## src/rtl/tmrv_pkg.sv

```systemverilog
package tmrv_pkg;

  typedef enum logic [1:0] {
    ST_IDLE = 2'd0,
    ST_BUSY = 2'd1,
    ST_DONE = 2'd2
  } seq_state_t;

  typedef struct packed {
    logic [2:0] fault;
    logic       backup;
  } verdict_t;

  // Block-level verdict from the answer mask and pairwise block equality.
  function automatic verdict_t f_decide(logic [2:0] ans, logic eq01,
                                        logic eq02, logic eq12);
    verdict_t v;
    v.fault  = ~ans;
    v.backup = 1'b1;
    case (ans)
      3'b111: begin
        if (eq01 && eq02) begin
          v.fault  = 3'b000;
          v.backup = 1'b0;
        end else if (eq01) begin
          v.fault  = 3'b100;
          v.backup = 1'b0;
        end else if (eq02) begin
          v.fault  = 3'b010;
          v.backup = 1'b0;
        end else if (eq12) begin
          v.fault  = 3'b001;
          v.backup = 1'b0;
        end
      end
      3'b011:  if (eq01) v.backup = 1'b0;
      3'b101:  if (eq02) v.backup = 1'b0;
      3'b110:  if (eq12) v.backup = 1'b0;
      default: v.backup = 1'b1;
    endcase
    return v;
  endfunction

endpackage

```

## src/rtl/tmrv_chan_buf.sv

```systemverilog
module tmrv_chan_buf #(
  parameter int DW    = 16,
  parameter int WORDS = 16,
  localparam int AW   = $clog2(WORDS)
) (
  input  logic          clk,
  input  logic          rst_n,
  input  logic          wr_en,
  input  logic [AW-1:0] wr_addr,
  input  logic [DW-1:0] wr_data,
  input  logic          take,
  input  logic [AW-1:0] rd_idx,
  output logic [DW-1:0] rd_word,
  output logic          fresh
);

  logic [WORDS-1:0][DW-1:0] mem_q;

  always_ff @(posedge clk) begin
    if (!rst_n) begin
      mem_q <= '0;
    end else if (wr_en) begin
      mem_q[wr_addr] <= wr_data;
    end
  end

  // A write in the same cycle as a take belongs to the next frame.
  always_ff @(posedge clk) begin
    if (!rst_n)     fresh <= 1'b0;
    else if (wr_en) fresh <= 1'b1;
    else if (take)  fresh <= 1'b0;
  end

  assign rd_word = mem_q[rd_idx];

  p_fresh_after_write_r1: assert property (@(posedge clk) disable iff (!rst_n)
    wr_en |=> fresh);

  p_write_lands_r1: assert property (@(posedge clk) disable iff (!rst_n)
    (wr_en && rd_idx == wr_addr) |=> rd_word == $past(wr_data) || $past(rd_idx) != rd_idx);

  p_take_clears_r2: assert property (@(posedge clk) disable iff (!rst_n)
    (take && !wr_en) |=> !fresh);

endmodule

```

## src/rtl/tmrv_seq.sv

```systemverilog
module tmrv_seq
  import tmrv_pkg::*;
#(
  parameter int DW    = 16,
  parameter int WORDS = 16,
  localparam int AW   = $clog2(WORDS)
) (
  input  logic          clk,
  input  logic          rst_n,
  input  logic          frame_tick,
  input  logic [2:0]    fresh,
  input  logic [DW-1:0] w0,
  input  logic [DW-1:0] w1,
  input  logic [DW-1:0] w2,
  output logic          take,
  output logic          busy,
  output logic [AW-1:0] idx,
  output logic          done,
  output logic [2:0]    ans,
  output logic          eq01,
  output logic          eq02,
  output logic          eq12
);

  seq_state_t st_q;
  logic       pend_q;
  logic       ne01_q, ne02_q, ne12_q;
  logic       start_go;
  logic       last_word;

  assign busy      = (st_q == ST_BUSY);
  assign done      = (st_q == ST_DONE);
  assign last_word = busy && (idx == AW'(WORDS - 1));
  assign start_go  = ((st_q == ST_IDLE) && frame_tick) ||
                     (done && (pend_q || frame_tick));
  assign take      = start_go;

  always_ff @(posedge clk) begin
    if (!rst_n) begin
      st_q   <= ST_IDLE;
      idx    <= '0;
      pend_q <= 1'b0;
      ans    <= 3'b000;
      ne01_q <= 1'b0;
      ne02_q <= 1'b0;
      ne12_q <= 1'b0;
    end else begin
      case (st_q)
        ST_IDLE: if (start_go) st_q <= ST_BUSY;
        ST_BUSY: if (last_word) st_q <= ST_DONE;
        ST_DONE: st_q <= start_go ? ST_BUSY : ST_IDLE;
        default: st_q <= ST_IDLE;
      endcase
      if (start_go) begin
        idx    <= '0;
        ans    <= fresh;
        pend_q <= 1'b0;
        ne01_q <= 1'b0;
        ne02_q <= 1'b0;
        ne12_q <= 1'b0;
      end else begin
        if (frame_tick && st_q != ST_IDLE) pend_q <= 1'b1;
        if (busy) begin
          idx    <= AW'(idx + 1'b1);
          ne01_q <= ne01_q | (w0 != w1);
          ne02_q <= ne02_q | (w0 != w2);
          ne12_q <= ne12_q | (w1 != w2);
        end
      end
    end
  end

  assign eq01 = !ne01_q;
  assign eq02 = !ne02_q;
  assign eq12 = !ne12_q;

  p_idx_step_r3: assert property (@(posedge clk) disable iff (!rst_n)
    (busy && !last_word) |=> busy && idx == AW'($past(idx) + 1'b1));

  p_done_single_r3: assert property (@(posedge clk) disable iff (!rst_n)
    done |=> !done);

  p_tick_held_r10: assert property (@(posedge clk) disable iff (!rst_n)
    (frame_tick && busy) |=> pend_q);

  p_mask_latch_r2: assert property (@(posedge clk) disable iff (!rst_n)
    start_go |=> ans == $past(fresh) && busy);

endmodule

```

## src/rtl/tmrv_result.sv

```systemverilog
module tmrv_result
  import tmrv_pkg::*;
#(
  parameter int DW    = 16,
  parameter int WORDS = 16,
  localparam int AW   = $clog2(WORDS)
) (
  input  logic          clk,
  input  logic          rst_n,
  input  logic          busy,
  input  logic [AW-1:0] idx,
  input  logic [DW-1:0] w0,
  input  logic [DW-1:0] w1,
  input  logic [DW-1:0] w2,
  input  logic [2:0]    ans,
  input  logic          eq01,
  input  logic          eq02,
  input  logic          eq12,
  input  logic          done,
  input  logic [AW-1:0] rd_addr,
  output logic [DW-1:0] rd_data,
  output logic [2:0]    channel_fault,
  output logic          backup_req,
  output logic          vote_valid
);

  // Word-level pick among answering channels; equals the block majority
  // whenever a block majority exists.
  function automatic logic [DW-1:0] f_pick(logic [2:0] m, logic [DW-1:0] a,
                                           logic [DW-1:0] b, logic [DW-1:0] c);
    if (m[0] && m[1] && a == b)      return a;
    else if (m[0] && m[2] && a == c) return a;
    else if (m[1] && m[2] && b == c) return b;
    else                             return a;
  endfunction

  logic [WORDS-1:0][DW-1:0] stage_q;
  logic [WORDS-1:0][DW-1:0] pub_q;
  verdict_t                 verdict;
  logic                     commit;

  assign verdict = f_decide(ans, eq01, eq02, eq12);
  assign commit  = done && !verdict.backup;

  always_ff @(posedge clk) begin
    if (!rst_n) begin
      stage_q <= '0;
    end else if (busy) begin
      stage_q[idx] <= f_pick(ans, w0, w1, w2);
    end
  end

  always_ff @(posedge clk) begin
    if (!rst_n) begin
      pub_q         <= '0;
      channel_fault <= 3'b000;
      backup_req    <= 1'b0;
      vote_valid    <= 1'b0;
    end else begin
      vote_valid <= done;
      if (done) begin
        channel_fault <= verdict.fault;
        backup_req    <= verdict.backup;
      end
      if (commit) pub_q <= stage_q;
    end
  end

  assign rd_data = pub_q[rd_addr];

  p_valid_pulse_r3: assert property (@(posedge clk) disable iff (!rst_n)
    vote_valid |=> !vote_valid);

  p_hold_on_backup_r6: assert property (@(posedge clk) disable iff (!rst_n)
    (done && verdict.backup) |=> $stable(pub_q) && backup_req);

  p_single_flag_r5: assert property (@(posedge clk) disable iff (!rst_n)
    (vote_valid && !backup_req) |-> $onehot0(channel_fault));

  p_all_silent_r9: assert property (@(posedge clk) disable iff (!rst_n)
    (done && ans == 3'b000) |=> backup_req && channel_fault == 3'b111);

  p_verdict_steady_r4: assert property (@(posedge clk) disable iff (!rst_n)
    !done |=> $stable(channel_fault) && $stable(backup_req));

endmodule

```

## src/rtl/tmr_block_voter.sv

```systemverilog
module tmr_block_voter #(
  parameter int DW    = 16,
  parameter int WORDS = 16,
  localparam int AW   = $clog2(WORDS)
) (
  input  logic            clk,
  input  logic            rst_n,
  input  logic [2:0]      ch_wr_en,
  input  logic [3*AW-1:0] ch_wr_addr,
  input  logic [3*DW-1:0] ch_wr_data,
  input  logic            frame_tick,
  input  logic [AW-1:0]   rd_addr,
  output logic [DW-1:0]   rd_data,
  output logic [2:0]      ch_fresh,
  output logic [2:0]      channel_fault,
  output logic            backup_req,
  output logic            vote_valid
);

  logic [2:0][DW-1:0] cur_word;
  logic               take;
  logic               busy;
  logic               done;
  logic [AW-1:0]      idx;
  logic [2:0]         ans;
  logic               eq01, eq02, eq12;

  for (genvar g = 0; g < 3; g++) begin : g_chan
    tmrv_chan_buf #(.DW(DW), .WORDS(WORDS)) u_buf (
      .clk     (clk),
      .rst_n   (rst_n),
      .wr_en   (ch_wr_en[g]),
      .wr_addr (ch_wr_addr[g*AW +: AW]),
      .wr_data (ch_wr_data[g*DW +: DW]),
      .take    (take),
      .rd_idx  (idx),
      .rd_word (cur_word[g]),
      .fresh   (ch_fresh[g])
    );
  end

  tmrv_seq #(.DW(DW), .WORDS(WORDS)) u_seq (
    .clk        (clk),
    .rst_n      (rst_n),
    .frame_tick (frame_tick),
    .fresh      (ch_fresh),
    .w0         (cur_word[0]),
    .w1         (cur_word[1]),
    .w2         (cur_word[2]),
    .take       (take),
    .busy       (busy),
    .idx        (idx),
    .done       (done),
    .ans        (ans),
    .eq01       (eq01),
    .eq02       (eq02),
    .eq12       (eq12)
  );

  tmrv_result #(.DW(DW), .WORDS(WORDS)) u_res (
    .clk           (clk),
    .rst_n         (rst_n),
    .busy          (busy),
    .idx           (idx),
    .w0            (cur_word[0]),
    .w1            (cur_word[1]),
    .w2            (cur_word[2]),
    .ans           (ans),
    .eq01          (eq01),
    .eq02          (eq02),
    .eq12          (eq12),
    .done          (done),
    .rd_addr       (rd_addr),
    .rd_data       (rd_data),
    .channel_fault (channel_fault),
    .backup_req    (backup_req),
    .vote_valid    (vote_valid)
  );

  p_fresh_cleared_r2: assert property (@(posedge clk) disable iff (!rst_n)
    (take && ch_wr_en == 3'b000) |=> ch_fresh == 3'b000);

  p_valid_after_done_r3: assert property (@(posedge clk) disable iff (!rst_n)
    done |=> vote_valid);

endmodule

```

## config.mk

```make
export PLATFORM = sky130hd
export DESIGN_NAME = tmr_block_voter
export DESIGN_NICKNAME = d
export VERILOG_FILES = /design/src/rtl/tmrv_pkg.sv /design/src/rtl/tmrv_chan_buf.sv /design/src/rtl/tmrv_seq.sv /design/src/rtl/tmrv_result.sv /design/src/rtl/tmr_block_voter.sv
export SDC_FILE = /design/constraint.sdc
export NUM_CORES = 2
export LEC_CHECK = 0
export ABC_AREA = 0
export BUFFER_PORTS_ARGS = -buffer_cell sky130_fd_sc_hd__buf_2
export CORE_MARGIN = 4
export CORE_UTILIZATION = 40
export DETAILED_ROUTE_END_ITERATION = 10
export PLACE_DENSITY = 0.55
export SYNTH_ARGS = -nofsm -noshare
export SYNTH_HDL_FRONTEND = slang
export SYNTH_SLANG_ARGS = --single-unit
```

## constraint.sdc

```tcl
create_clock -name clk -period 5.25 [get_ports clk]
set_input_delay 0.2625 -clock clk [delete_from_list [all_inputs] [get_ports clk]]
set_output_delay 0.2625 -clock clk [all_outputs]
set_load 0.02 [all_outputs]
```

# After elaboration in Yosys (flattened, before gate mapping)
# Index checks and enable logic that the tools add are counted.
[totals]
ff_bits = 1301
input_bits = 70
output_inout_bits = 24
wordCells = 193
[op_classes]
add_sub_neg = 1
order_cmp = 9
eq_ne = 15
muxes = 42
n_bitwise = 5
n_reduce_logical = 28
[ops]
columns = ["op", "n"]
rows = [
  ["256-bit bitwise mux", 4],
  ["16-bit binary-select mux with 4-bit select", 4],
  ["16-bit demux with 4-bit select", 4],
  ["16-bit 2-to-1 mux", 13],
  ["16-bit == test", 3],
  ["16-bit != test", 3],
  ["4-bit by 5-bit < comparator with 1-bit output, second input constant", 5],
  ["4-bit by 1-bit >= comparator with 1-bit output, second input constant", 4],
  ["1-bit logical AND", 16],
  ["4-bit 2-to-1 mux", 4],
  ["3-bit == test, second input constant", 3],
  ["1-bit 2-to-1 mux", 8],
  ["2-bit nonzero test", 4],
  ["2-bit case mux with 3 select lines", 1],
  ["4-bit by 1-bit adder with 4-bit output, second input constant", 1],
  ["4-bit == test, second input constant", 1],
  ["2-bit 2-to-1 mux", 2],
  ["1-bit case mux with 4 select lines", 1],
  ["3-bit by 2-bit == test with 1-bit output, second input constant", 1],
  ["1-bit zero test", 3],
  ["3-bit 2-to-1 mux", 1],
  ["3-bit NOT", 1],
  ["1-bit bitwise OR", 3],
  ["2-bit by 1-bit == test with 1-bit output, second input constant", 1],
  ["8 further kinds", 9],
]

# Depth between registers and ports, before layout
[depth]
depth_word = 10
mapped_depth = 15
ltp_nobuf = 9

# By module
# From an unflattened synthesis, not the netlist that was laid out.
[hier_totals]
cells_unflattened = 6379
hier_area_um2 = 58358.5
[modules_own_cells]
columns = ["mod", "n_inst", "cells_each", "area_each_um2", "seq_area_each_um2"]
rows = [
  ["tmrv_chan_buf at g_chan[0].u_buf ...", 2, 1361, 12559.5, 5144.9],
  ["tmrv_result", 1, 2183, 19675.1, 10349.9],
  ["tmrv_chan_buf at g_chan[2].u_buf", 1, 1361, 12552.0, 5144.9],
  ["tmrv_seq", 1, 113, 1012.2, 260.2],
]

# Least setup slack after synthesis
# Ideal clock, no wire load.
[synth_path]
path_kind = "reg2reg"
from = "register u_seq.idx[1]"
to = "register u_res.stage_q[103] (netlist name)"
setup_ns = 0.136
arrival_time_ns = 3.935
t_required_ns = 5.114
slack_ns = 1.179
stages_incl_launch_ff = 16
n_path_buf = 6
period_less_slack_ns = 4.071
cell_sequence = "dfxtp_1 clkbuf_1 buf_2 clkbuf_1 clkbuf_1 mux4_2 a22oi_1 nand2_1 xor2_1 nor4_1 nand4_1 a211oi_4 buf_8 mux2i_1 buf_6 a21oi_2"
[synth_via]
elab_chain_cells = 10
word_cells_on_any_way = 23
classes_between = "order compare (2); eq/ne (3); mux (14); reduce/logical (4)"
[synth_lines]
columns = ["item", "line", "source"]
rows = [
  ["start: declaration", "tmrv_seq.sv:17", "output logic [AW-1:0] idx,"],
  ["start signal: assignment", "tmrv_seq.sv:64", "idx <= AW'(idx + 1'b1);"],
  ["16-bit binary-select mux with 4-bit select", "tmrv_chan_buf.sv:34", "assign rd_word = mem_q[rd_idx];"],
  ["16-bit 2-to-1 mux (implied by the code)", "tmrv_chan_buf.sv:34", ""],
  ["16-bit == test", "tmrv_result.sv:33", "else if (m[1] && m[2] && b == c) return b;"],
  ["1-bit logical AND", "tmrv_result.sv:33", ""],
  ["16-bit 2-to-1 mux", "tmrv_result.sv:33", ""],
  ["16-bit 2-to-1 mux", "tmrv_result.sv:32", "else if (m[0] && m[2] && a == c) return a;"],
  ["16-bit 2-to-1 mux", "tmrv_result.sv:31", "if (m[0] && m[1] && a == b) return a;"],
  ["16-bit 2-to-1 mux", "tmrv_result.sv:48", "end else if (busy) begin"],
  ["16-bit 2-to-1 mux", "tmrv_result.sv:46", "if (!rst_n) begin"],
  ["256-bit bitwise mux *", "tmrv_result.sv:49", "stage_q[idx] <= f_pick(ans, w0, w1, w2);"],
  ["end signal: indexed assignment", "tmrv_result.sv:49", ""],
  ["end: declaration", "tmrv_result.sv:37", "logic [WORDS-1:0][DW-1:0] stage_q;"],
]
# Every way passes the cells marked *; elsewhere a longest branch is shown, timed or not. The select of a mux whose other input is x is not followed.
# A chain may end at the register's enable or synchronous reset.

# Worst setup path after layout
[layout_path]
from = "register u_seq.idx[0]"
to = "register u_res.stage_q[191] (netlist name)"
# Same word-level chain as after synthesis.

==> qor.yml <==
cells_and_area:
  area_delta_synth_final_pct: 13.6
  final_layout_size_suffix_gt1_share_pct: 14.4
  nNetsFinal: 6101
synth:
  synth_most_common_cell: "nand2_1"
  ys_async_sr_fraction_pct: 0
  synth_fa_ha_area_share_pct: 0.0900
  yosysWarnings: 0
  synth_simple_gate_area_share_pct: 16.1
  synth_compound_area_share_pct: 20.6
  ys_types: 35
  yosysTopAreaCellShare_pct: 46.8
  muxShareOfSynthArea_pct: 11.3
  synth_commonest_cells: "nand2_1 (2145), dfxtp_1 (1301), a21boi_0 (1027)"
  avgSynthCellArea_sq_um: 8.97
  synth_nets: 6276
  synth-seq-area-share_pct: 46.8
  synth_seq_cells: 1301
  synthXorXnorAreaFrac_pct: 0.803
  syn_inst: 6202
  synth_top_family_by_area: "compound AO/OA/AOI/OAI gates"
  yosysTopAreaCell: "dfxtp_1"
  synth.area.top_cells: "dfxtp_1 (47%), nand2_1 (14%), a21boi_0 (14%)"
  syn_area_sq_um: 55600
  synthFlopType: "dfxtp_1"
  synth_edf_count: 0
job:
  maxCapViolCount: 0
power:
  irDropWorstVdd_uv: 328
  power_density_nw_per_um2: 347
  p_leak_nw: 20.8
placement:
  port_buffers: 93
  hpwl_mm: 101
  gp_congestion: 0.797
  pre_cts_ws_ns: 0.366
sta:
  worst_slack_ns: 0.426
  finalClockSkew_ns: 0.0314
  relSlewSlack_pct: 18.8
  hold_viol: 0
  slew_viol_final: 0
  tightest_slew_ns: 1.22
  finalCriticalPeriod_ns: 4.82
  rsz0062_at_grt: "no"
  fin_crit_sh_pct: 91.9
  timing.fmax_ghz: 0.207
  fin_setup_tns_ns: 0
  setup_viol: 0
setup_path:
  crit_path_max_fanout: 28
  end_kind: "flip-flop"
  path_cells: "buf_12 -> buf_12 -> mux4_2 -> a22oi_1 -> nand2_1 -> xor2_1 -> nor4_1 -> nand4_1 -> a211oi_4 -> buf_12 -> mux2i_1 -> buf_4 -> a21oi_1"
  slowest_delay_ns: 0.78
  required_ns: 5.87
  critPathKind: "reg -> reg"
  rr_worst_depth: 13
  cp-start-kind: "flip-flop"
  crit_top_cell: "buf_12"
  cp_slowest_cell: "dfxtp_4"
  critPathArrivalTime_ns: 5.44
drt:
  initialDrtViolationCount: 3540
  via_per_inst: 5.45
  drc: 0
  avgRoutedWirePerCell_microns: 21.5
  wl_mm: 171
  drt_first_pass_iters: 6
  ant_nets: 0
  vias: 43200
clock_tree:
  clkSinkCount: 1301
  ctsResizeCount: 0
  cts.clk_slew.worst_paths_ns: 0.06
  h-tree-depth: 4
  ctsLongestPathBuffers: 3
  tritoncts: "done"
  clockRootBuffer: "clkbuf_16"
  hold_buffers: 53
  insertion_delay_ns: 0.79
  cts_buffers: 146
  cts_setup_buffers: 0
die:
  dieArea_sq_um: 145000
  placementRows: 136
  io_pins: 94
  die_w_microns: 381
  core_sq_um: 138000
  start_util_pct: 40.4
  die_h_microns: 381
worst_hold_path:
  min_delay_path_depth: 4
  worstHoldPathType: "in -> reg"
global_route:
  grt_max_degree: 171
  grt_pass1_vias: 41400
  grt_pass1_wl_mm: 260
  overflow: 0
  grtUsageTotal_pct: 23.0
  antenna_found_initial: 2
outcome:
  outcome: "finished clean"
-- where the power goes --
| part | switching [W] | leakage (nW) | total, W | internal (W) |
|---|---|---|---|---|
| combinational | 0.000660 | 7.79 | 0.00104 | 0.000383 |
| sequential | 0.0000642 | 10.5 | 0.0100 | 0.00997 |
| clock | 0.00434 | 2.52 | 0.0109 | 0.00655 |
-- worst max-delay path: cells and delay by family, from the launching register on --
family          cells  cell delay [ns]
buf+inv             4             1.09
simple gates        3             0.95
mux                 2             0.88
flops               1             0.78
compound gates      3             0.59
xor+xnor            1             0.26
-- path summary, 6_finish.rpt --
kind                             startpoint                                      to  slack [ns]
max               u_seq.idx[0]$_SDFFE_PP0P_         u_res.stage_q[191]$_SDFFE_PN0P_        0.43
min reg2reg  u_res.stage_q[28]$_SDFFE_PN0P_            u_res.pub_q[28]$_SDFFE_PN0P_        0.45
max reg2reg       u_seq.idx[0]$_SDFFE_PP0P_         u_res.stage_q[191]$_SDFFE_PN0P_        0.43
min                           ch_wr_addr[3]  g_chan[0].u_buf.mem_q[19]$_SDFFE_PN0P_        0.15
-- layout make-up --
| cell class | count | area [sq um] |
|---|---|---|
| fillers | 13200 | 74600 |
| well taps | 1794 | 2240 |
| diodes | 2 | 5.00 |
| multi-input cells | 4320 | 27600 |
| repair buffers | 256 | 2140 |
| clock buffers | 205 | 4190 |
| flip-flops and latches | 1301 | 26100 |
| inverters | 2 | 7.51 |
| clock inverters | 56 | 933 |
-- flip-flops by register name, indices dropped and copies added (netlist names) --
signal	count
u_res.stage_q	256
u_res.vote_valid	1
u_seq.ne12_q	1
u_seq.pend_q	1
u_res.channel_fault	3
u_seq.ne01_q	1
g_chan.u_buf.fresh	3
u_res.backup_req	1
u_res.pub_q	256
u_seq.ans	3
u_seq.st_q	2
g_chan.u_buf.mem_q	768
u_seq.ne02_q	1
u_seq.idx	4
-- kinds of logic after synthesis --
logic type / Yosys count
fa+ha+maj: 4
simple gates: 2322
mux: 288
xor+xnor: 51
flops: 1301
buf+inv: 581
compound gates: 1655
-- metal layers --
metal  part of all wire (%)  global-route usage, %  wire length (microns)  up-vias
met5                 0.0070                      0                     12        -
met3                    5.2                   3.37                   8800      263
met2                     46                   37.2                  79000     1133
met1                     46                   32.2                  78700    21200
li1                       -                      -                      -    20700
met4                    2.4                   6.19                   4140        2
-- per-stage QoR --
step | utilization, % | cell area [sq um] | total power, W | std cells | hold WS, ns
floorplan | - | 55600 | 0.0109 | 6202 | 0.401
global placement | 41.7 | 57500 | 0.0113 | 7620 | 0.444
detailed placement | 41.7 | 57500 | 0.0113 | 7620 | 0.452
CTS | 45.8 | 63200 | 0.0222 | 7934 | 0.0816
global route | 45.8 | 63200 | 0.0226 | 7934 | 0.163
finish | 45.8 | 63200 | 0.0220 | 7936 | 0.155
-- cells in the final DEF, fill, tap and decap left out, types with 16 or more instances in the layout --
cell type / Yosys / routed
bufinv_16: 0 / 19
clkbuf_1: 503 / 31
a21oi_2: 90 / 90
a21oi_1: 175 / 175
nand3_1: 17 / 16
clkbuf_8: 0 / 25
mux4_2: 272 / 272
buf_12: 0 / 24
o21ai_0: 262 / 262
buf_2: 15 / 90
clkbuf_16: 0 / 149
a21boi_0: 1027 / 1027
xor2_1: 50 / 50
dfxtp_1: 1301 / 1299
clkinv_2: 0 / 22
a22oi_1: 96 / 96
nor2_1: 57 / 24
nand2_1: 2145 / 2145
dlygate4sd3_1: 0 / 53
nor2_2: 0 / 21
buf_4: 11 / 88
No activity file was read; power rests on OpenSTA's default activity.
